### src/rtl/wdog_pkg.sv
package wdog_pkg;
    localparam int CNT_W  = 64;
    localparam int DATA_W = 32;
    localparam int ADDR_W = 4;

    localparam logic [ADDR_W-1:0] A_CTRL   = 4'h0;
    localparam logic [ADDR_W-1:0] A_OFF_LO = 4'h1;
    localparam logic [ADDR_W-1:0] A_OFF_HI = 4'h2;
    localparam logic [ADDR_W-1:0] A_CMP_LO = 4'h3;
    localparam logic [ADDR_W-1:0] A_CMP_HI = 4'h4;
    localparam logic [ADDR_W-1:0] A_IDENT  = 4'h5;
    localparam logic [ADDR_W-1:0] A_KICK   = 4'h8;

    typedef enum logic [1:0] {
        ST_OFF   = 2'd0,
        ST_ARMED = 2'd1,
        ST_WARN  = 2'd2
    } wd_state_e;
endpackage

### src/rtl/wdog_regs.sv
module wdog_regs
    import wdog_pkg::*;
#(
    parameter int unsigned  ARCH_VER  = 1,
    parameter logic [10:0]  IMPL_CODE = 11'h35B,
    parameter int           OFF_W     = 48
) (
    input  logic              clk,
    input  logic              rst_n,
    input  logic              we_i,
    input  logic [ADDR_W-1:0] addr_i,
    input  logic [DATA_W-1:0] wdata_i,
    input  logic              ws0_i,
    input  logic              ws1_i,
    input  logic [CNT_W-1:0]  cmp_i,
    output logic              en_o,
    output logic              reload_o,
    output logic [OFF_W-1:0]  offset_o,
    output logic [DATA_W-1:0] rdata_o
);
    localparam int          HI_W    = (OFF_W > DATA_W) ? OFF_W - DATA_W : 1;
    localparam logic [31:0] ID_WORD = {12'h0, 4'(ARCH_VER), 5'h0, IMPL_CODE};

    logic              en_q;
    logic              reload_q;
    logic [DATA_W-1:0] lo_q;
    logic [DATA_W-1:0] hi_rd;

    always_ff @(posedge clk or negedge rst_n) begin
        if (!rst_n) begin
            en_q     <= 1'b0;
            reload_q <= 1'b0;
            lo_q     <= '0;
        end else begin
            reload_q <= 1'b0;
            if (we_i) begin
                case (addr_i)
                    A_CTRL: begin
                        en_q <= wdata_i[0];
                        if (wdata_i[0] && !en_q) reload_q <= 1'b1;
                    end
                    A_OFF_LO: begin
                        lo_q     <= wdata_i;
                        reload_q <= 1'b1;
                    end
                    A_OFF_HI: reload_q <= (OFF_W > DATA_W);
                    A_KICK:   reload_q <= 1'b1;
                    default:  ;
                endcase
            end
        end
    end

    generate
        if (OFF_W > DATA_W) begin : g_wide
            logic [HI_W-1:0] hi_q;
            always_ff @(posedge clk or negedge rst_n) begin
                if (!rst_n) hi_q <= '0;
                else if (we_i && addr_i == A_OFF_HI) hi_q <= wdata_i[HI_W-1:0];
            end
            assign offset_o = {hi_q, lo_q};
            assign hi_rd    = DATA_W'(hi_q);
        end else begin : g_narrow
            assign offset_o = lo_q;
            assign hi_rd    = '0;
        end
    endgenerate

    always_comb begin
        case (addr_i)
            A_CTRL:   rdata_o = {29'h0, ws1_i, ws0_i, en_q};
            A_OFF_LO: rdata_o = lo_q;
            A_OFF_HI: rdata_o = hi_rd;
            A_CMP_LO: rdata_o = cmp_i[31:0];
            A_CMP_HI: rdata_o = cmp_i[63:32];
            A_IDENT:  rdata_o = ID_WORD;
            default:  rdata_o = '0;
        endcase
    end

    assign en_o     = en_q;
    assign reload_o = reload_q;

    // an offset write always schedules a refresh
    a_r7_offset_kick: assert property (@(posedge clk) disable iff (!rst_n)
        (we_i && addr_i == A_OFF_LO) |=> reload_o);
    // enabling from the off state schedules a reload
    a_r6_enable_kick: assert property (@(posedge clk) disable iff (!rst_n)
        (we_i && addr_i == A_CTRL && wdata_i[0] && !en_o) |=> (reload_o && en_o));
endmodule

### src/rtl/wdog_stage_fsm.sv
module wdog_stage_fsm
    import wdog_pkg::*;
#(
    parameter int OFF_W = 48
) (
    input  logic             clk,
    input  logic             rst_n,
    input  logic [CNT_W-1:0] cnt_i,
    input  logic             en_i,
    input  logic             reload_i,
    input  logic [OFF_W-1:0] offset_i,
    output logic             ws0_o,
    output logic             ws1_o,
    output logic [CNT_W-1:0] cmp_o
);
    wd_state_e        state_q, state_d;
    logic [CNT_W-1:0] cmp_q, cmp_d;
    logic             ws1_q, ws1_d;
    logic             expire;
    logic [CNT_W-1:0] next_cmp;

    assign expire   = (cnt_i >= cmp_q);
    assign next_cmp = cnt_i + CNT_W'(offset_i);

    always_comb begin
        state_d = state_q;
        cmp_d   = cmp_q;
        ws1_d   = ws1_q;
        unique case (state_q)
            ST_OFF: begin
                if (en_i) begin
                    state_d = ST_ARMED;
                    cmp_d   = next_cmp;
                end
            end
            ST_ARMED: begin
                if (!en_i) begin
                    state_d = ST_OFF;
                end else if (reload_i) begin
                    cmp_d = next_cmp;
                end else if (expire) begin
                    state_d = ST_WARN;
                    cmp_d   = next_cmp;
                end
            end
            ST_WARN: begin
                if (!en_i) begin
                    state_d = ST_OFF;
                end else if (reload_i) begin
                    state_d = ST_ARMED;
                    cmp_d   = next_cmp;
                end else if (expire) begin
                    ws1_d = 1'b1;
                    cmp_d = next_cmp;
                end
            end
            default: state_d = ST_OFF;
        endcase
    end

    always_ff @(posedge clk or negedge rst_n) begin
        if (!rst_n) begin
            state_q <= ST_OFF;
            cmp_q   <= '0;
            ws1_q   <= 1'b0;
        end else begin
            state_q <= state_d;
            cmp_q   <= cmp_d;
            ws1_q   <= ws1_d;
        end
    end

    always_comb begin
        ws0_o = (state_q == ST_WARN);
        ws1_o = ws1_q;
        cmp_o = cmp_q;
    end

    // the reset request is sticky
    a_r3_ws1_sticky: assert property (@(posedge clk) disable iff (!rst_n)
        ws1_o |=> ws1_o);
    // the second stage only follows the first
    a_r3_ws1_after_ws0: assert property (@(posedge clk) disable iff (!rst_n)
        $rose(ws1_o) |-> $past(ws0_o));
    // a refresh beats a coincident expiry
    a_r5_kick_wins: assert property (@(posedge clk) disable iff (!rst_n)
        (en_i && reload_i) |=> !ws0_o);
    // a disabled timer stays quiet and holds its compare value
    a_r6_off_quiet: assert property (@(posedge clk) disable iff (!rst_n)
        !en_i |=> !ws0_o);
    a_r6_off_hold: assert property (@(posedge clk) disable iff (!rst_n)
        !en_i |=> $stable(cmp_o));
    // the warning rises only on an unrefreshed expiry
    a_r2_warn_needs_expiry: assert property (@(posedge clk) disable iff (!rst_n)
        $rose(ws0_o) |-> $past(en_i && !reload_i && (cnt_i >= cmp_o)));
endmodule

### src/rtl/wdog_two_stage.sv
module wdog_two_stage
    import wdog_pkg::*;
#(
    parameter int unsigned ARCH_VER  = 1,
    parameter logic [10:0] IMPL_CODE = 11'h35B
) (
    input  logic              clk,
    input  logic              rst_n,
    input  logic [CNT_W-1:0]  sys_cnt,
    input  logic              reg_we,
    input  logic [ADDR_W-1:0] reg_addr,
    input  logic [DATA_W-1:0] reg_wdata,
    output logic [DATA_W-1:0] reg_rdata,
    output logic              ws0,
    output logic              ws1
);
    localparam int OFF_W = (ARCH_VER == 0) ? 32 : 48;

    logic             en;
    logic             reload;
    logic [OFF_W-1:0] offset;
    logic [CNT_W-1:0] cmp;

    wdog_regs #(
        .ARCH_VER (ARCH_VER),
        .IMPL_CODE(IMPL_CODE),
        .OFF_W    (OFF_W)
    ) u_regs (
        .clk     (clk),
        .rst_n   (rst_n),
        .we_i    (reg_we),
        .addr_i  (reg_addr),
        .wdata_i (reg_wdata),
        .ws0_i   (ws0),
        .ws1_i   (ws1),
        .cmp_i   (cmp),
        .en_o    (en),
        .reload_o(reload),
        .offset_o(offset),
        .rdata_o (reg_rdata)
    );

    wdog_stage_fsm #(
        .OFF_W(OFF_W)
    ) u_fsm (
        .clk     (clk),
        .rst_n   (rst_n),
        .cnt_i   (sys_cnt),
        .en_i    (en),
        .reload_i(reload),
        .offset_i(offset),
        .ws0_o   (ws0),
        .ws1_o   (ws1),
        .cmp_o   (cmp)
    );
endmodule

### config.mk
export PLATFORM = sky130hd
export DESIGN_NAME = wdog_two_stage
export DESIGN_NICKNAME = d
export VERILOG_FILES = /design/src/rtl/wdog_pkg.sv /design/src/rtl/wdog_regs.sv /design/src/rtl/wdog_stage_fsm.sv /design/src/rtl/wdog_two_stage.sv
export SDC_FILE = /design/constraint.sdc
export NUM_CORES = 1
export LEC_CHECK = 0
export ABC_AREA = 0
export BUFFER_PORTS_ARGS = -buffer_cell sky130_fd_sc_hd__buf_2
export CAP_MARGIN = 20
export CORE_ASPECT_RATIO = 2
export CORE_MARGIN = 5
export CORE_UTILIZATION = 45
export DETAILED_ROUTE_END_ITERATION = 16
export PLACE_DENSITY = 0.65
export SYNTH_ARGS = -nofsm -noshare
export SYNTH_HDL_FRONTEND = slang
export SYNTH_SLANG_ARGS = --single-unit
export TNS_END_PERCENT = 100
### constraint.sdc
create_clock -name clk -period 6.93 [get_ports clk]
set_input_delay 0.3465 -clock clk [delete_from_list [all_inputs] [get_ports clk]]
set_output_delay 0.3465 -clock clk [all_outputs]
set_load 0.005 [all_outputs]
==> summary.md <==
| Metric | Value |
|---|---|
| Status | finished clean |
| Origin of the critical flop-to-flop path | u_fsm.cmp_o[46] |
| PD cells | 373.2 nW/µm² |
| CP Max Fanout | 109 |
| Complex-gate fraction of the synthesized area | 23.54% |
| Setup bufs post-CTS | 0 |
| Lkg Pwr | 0.005423 µW |
| Fraction of layout instances using a drive strength above 1 | 18.37% |
| Root Buffer | clkbuf_16 |
| R2R Path End | u_fsm.cmp_o[20] |
| Synthesized area | 9747 µm² |
| Grt total ovfl | 0 |
| Num ports | 137 |
| Placeable Area | 21,490 µm² |
| Peak supply drop | 0.0002746 V |
| Number of antenna violations at the first check in global routing | 1 |
| Hold-fix buffers, CTS | 0 |
| R2R Setup Slk | 2500 ps |
| EDFF count, synth | 0 |
| Top cell type's share of synthesized area | 30.04% |
| Fin. max-slew vios | 0 |
| Layout Nets | 1,459 |
| Clk sink count | 117 |
| Yosys cell types | 70 |
| Synthesized net count | 1,350 |
| Final Critical Period | 4431 ps |
| Worst-Margin Slew | 1028 ps |
| Clock power share | 20.5% |
| Total CTS buffers | 17 |
| DR DRC count | 0 |
| H-tree Lvls | 4 |
| Die ar. | 24,880 µm² |
| Gpl congestion | 0.9691 |
| Final worst path period share | 63.94% |
| Critical Path Start Type | flip-flop |
| Top_reg_cell synth | dfrtp_1 |
| IO buf count | 136 |
| Post-Synth Simple-Gate Area | 13.54% |
| Total track usage | 25.30% |
| Synth Register Bits | 117 |
| Final core utilization | 52.01% |
| Via count | 8,933 |
| CP Class | flip-flop to flip-flop |
| Largest net degree at the start of global routing | 110 |
| XOR/XNOR Fraction of Synth Area | 5.212% |
| # rows | 76 |
| Area Overhead vs Synth | 14.67% |
| Async SR Flop Fraction | 100.0% |
| Main combinational cell family by area after synthesis | compound AO/OA/AOI/OAI gates |
| Max-cap viol count | 0 |
| Switching share of power | 43.96% |
| # resized after CTS | 0 |
| Register clock-pin slew on the reported worst setup and hold paths | 50 ps |
| Sequential power share | 29.4% |
| Synth warn | 0 |
| Synth top area cells | dfrtp_1, ha_1, mux2_2, o21ai_0, nand2_1 |
| Vias in the first global route | 9,298 |
| Critical Path AT | 4750 ps |
| Starting density of the core | 45.35% |
| Seq/Total Area, Yosys | 30.04% |
| Psw | 1834 µW |
| Post-Route WL | 30.70 mm |
| Clk_lat worst skew | 440 ps |
| Routed len/inst | 20.11 µm |
| Worst slew margin | 31.49% |
| Post-Synth Adder-Cell Area | 15.10% |
| DRT Pass-1 Iters | 5 |
| Die Span Y | 218.1 µm |
| Setup Viol. Count Final | 0 |
| Min-Delay Path Class | input port to asynchronous set/reset pin |
| ANT nets after route | 0 |
| Post-Syn Area per Cell | 8.626 µm² |
| TNS Setup | 0 ps |
| Clk_skew | 9.543 ps |
| RSZ-0062 raised after global routing | false |
| Critical Path RT | 7250 ps |
| Drt initial violations | 547 |
| Synth cell count leaders | nand2_1, dfrtp_1, ha_1 |
| Mux cell area share after synthesis | 6.431% |
| Internal power | 2338 µW |
| Die W | 114.1 µm |
| Final Hold Viols | 0 |
| Gate power share | 50.1% |
| Most common cell in the synthesized netlist | nand2_1 |
| Vias/cell | 5.854 |
| Bufs on Longest Clock Path | 2 |
| Fmax | 225.7 MHz |
| CP endpoint kind | flip-flop |
| Syn Inst Count | 1,130 |
| Worst R2R Path Depth | 10 |
| Dominant cell type by area after synthesis | dfrtp_1 |
| DPL Wire Length | 24.29 mm |
| First-pass GRT wire length | 48.53 mm |
| CTS tree | yes |
## area by class of cell
| cell class | instances | area (µm²) |
|---|---|---|
| Clock buffer | 29 | 520.5 |
| Clock inverter | 3 | 40.04 |
| Fill cell | 2132 | 10310 |
| Sequential cell | 117 | 2928 |
| Timing Repair Buffer | 144 | 743.2 |
| Antenna cell | 1 | 2.502 |
| Multi-Input combinational cell | 862 | 6237 |
| Inverter | 97 | 364.1 |
| Tap cell | 273 | 341.6 |
## stage by stage
| stage | cell area [µm²] | setup slack, ps | hold slack (ps) | power (µW) | std cells |
|---|---|---|---|---|---|
| after floorplan | 9747 | 3914 | 50.91 | 2746 | 1130 |
| after global placement | 10610 | 2575 | 487.9 | 3259 | 1492 |
| after detailed placement | 10610 | 2486 | 492.9 | 3321 | 1492 |
| after CTS | 11170 | 2550 | 91.92 | 4192 | 1524 |
| after global routing | 11180 | 2198 | 129.5 | 4535 | 1526 |
| final | 11180 | 2499 | 45.80 | 4171 | 1526 |
## worst max-delay path by stage
stage / start / to / cells after the start
after global placement: sys_cnt[17] / u_fsm.cmp_o[43] / 12
after detailed placement: sys_cnt[17] / u_fsm.cmp_o[43] / 12
after CTS: u_fsm.cmp_o[46] / u_fsm.cmp_o[43] / 11
after floorplan: u_fsm.cmp_o[27] / u_fsm.cmp_o[0] / 11
after global routing: u_fsm.cmp_o[27] / u_fsm.cmp_o[43] / 12
final: u_fsm.cmp_o[46] / u_fsm.cmp_o[20] / 10
## critical path: stages, from the launching register on
cell,delay [ps]
dfrtp_1,420
inv_1,60
ha_1,310
nand4_1,250
a21oi_1,80
a211oi_1,560
o311ai_1,270
o311a_1,420
a211oi_4,580
buf_4,860
mux2_2,410
## power groups by stage
stage / combinational, µW / clock (µW) / sequential, µW
finish: 2090 / 855 / 1230
global route: 2380 / 892 / 1260
CTS: 2100 / 867 / 1220
detailed placement: 2090 / 0 / 1230
global placement: 2030 / 0 / 1230
floorplan: 1610 / 0 / 1130
## kinds of logic after synthesis
group           Yosys count
compound gates          350
xor+xnor                 58
fa+ha+maj               117
buf+inv                 151
flops                   117
mux                      56
simple gates            281
## per-layer routing
layer	share of wire (%)	vias to the layer above	wire (µm)	global-route usage, %
li1	-	4340	-	-
met1	35	4268	10860	25.39
met2	55	238	16990	47.79
met3	3.4	87	1040	3.297
met4	5.9	0	1803	15.81
met5	0	-	0	0
## sequential cells by signal, indices dropped and copies added, names as in the netlist
signal,count
u_fsm.ws1_o,1
u_regs.reload_o,1
u_fsm.state_q,2
u_fsm.cmp_o,64
u_regs.g_wide.hi_q,16
u_regs.en_o,1
u_regs.lo_q,32
## layout by cell type, fill, tap and decap left out, types with 22 or more instances in the layout
cell     Yosys  final
a21o_1      26     26
nand3_1     25     25
nand4_1     23     23
buf_2        6    135
inv_1       97     97
dfrtp_1    117    117
nor2_1      35     35
a22oi_1     24     24
nand2_1    132    132
xor2_1      36     36
a21oi_1     75     75
o21ai_0    103    103
xnor2_1     22     22
ha_1       116    116
mux2_2      53     53
(Power assumes the default switching activity.)
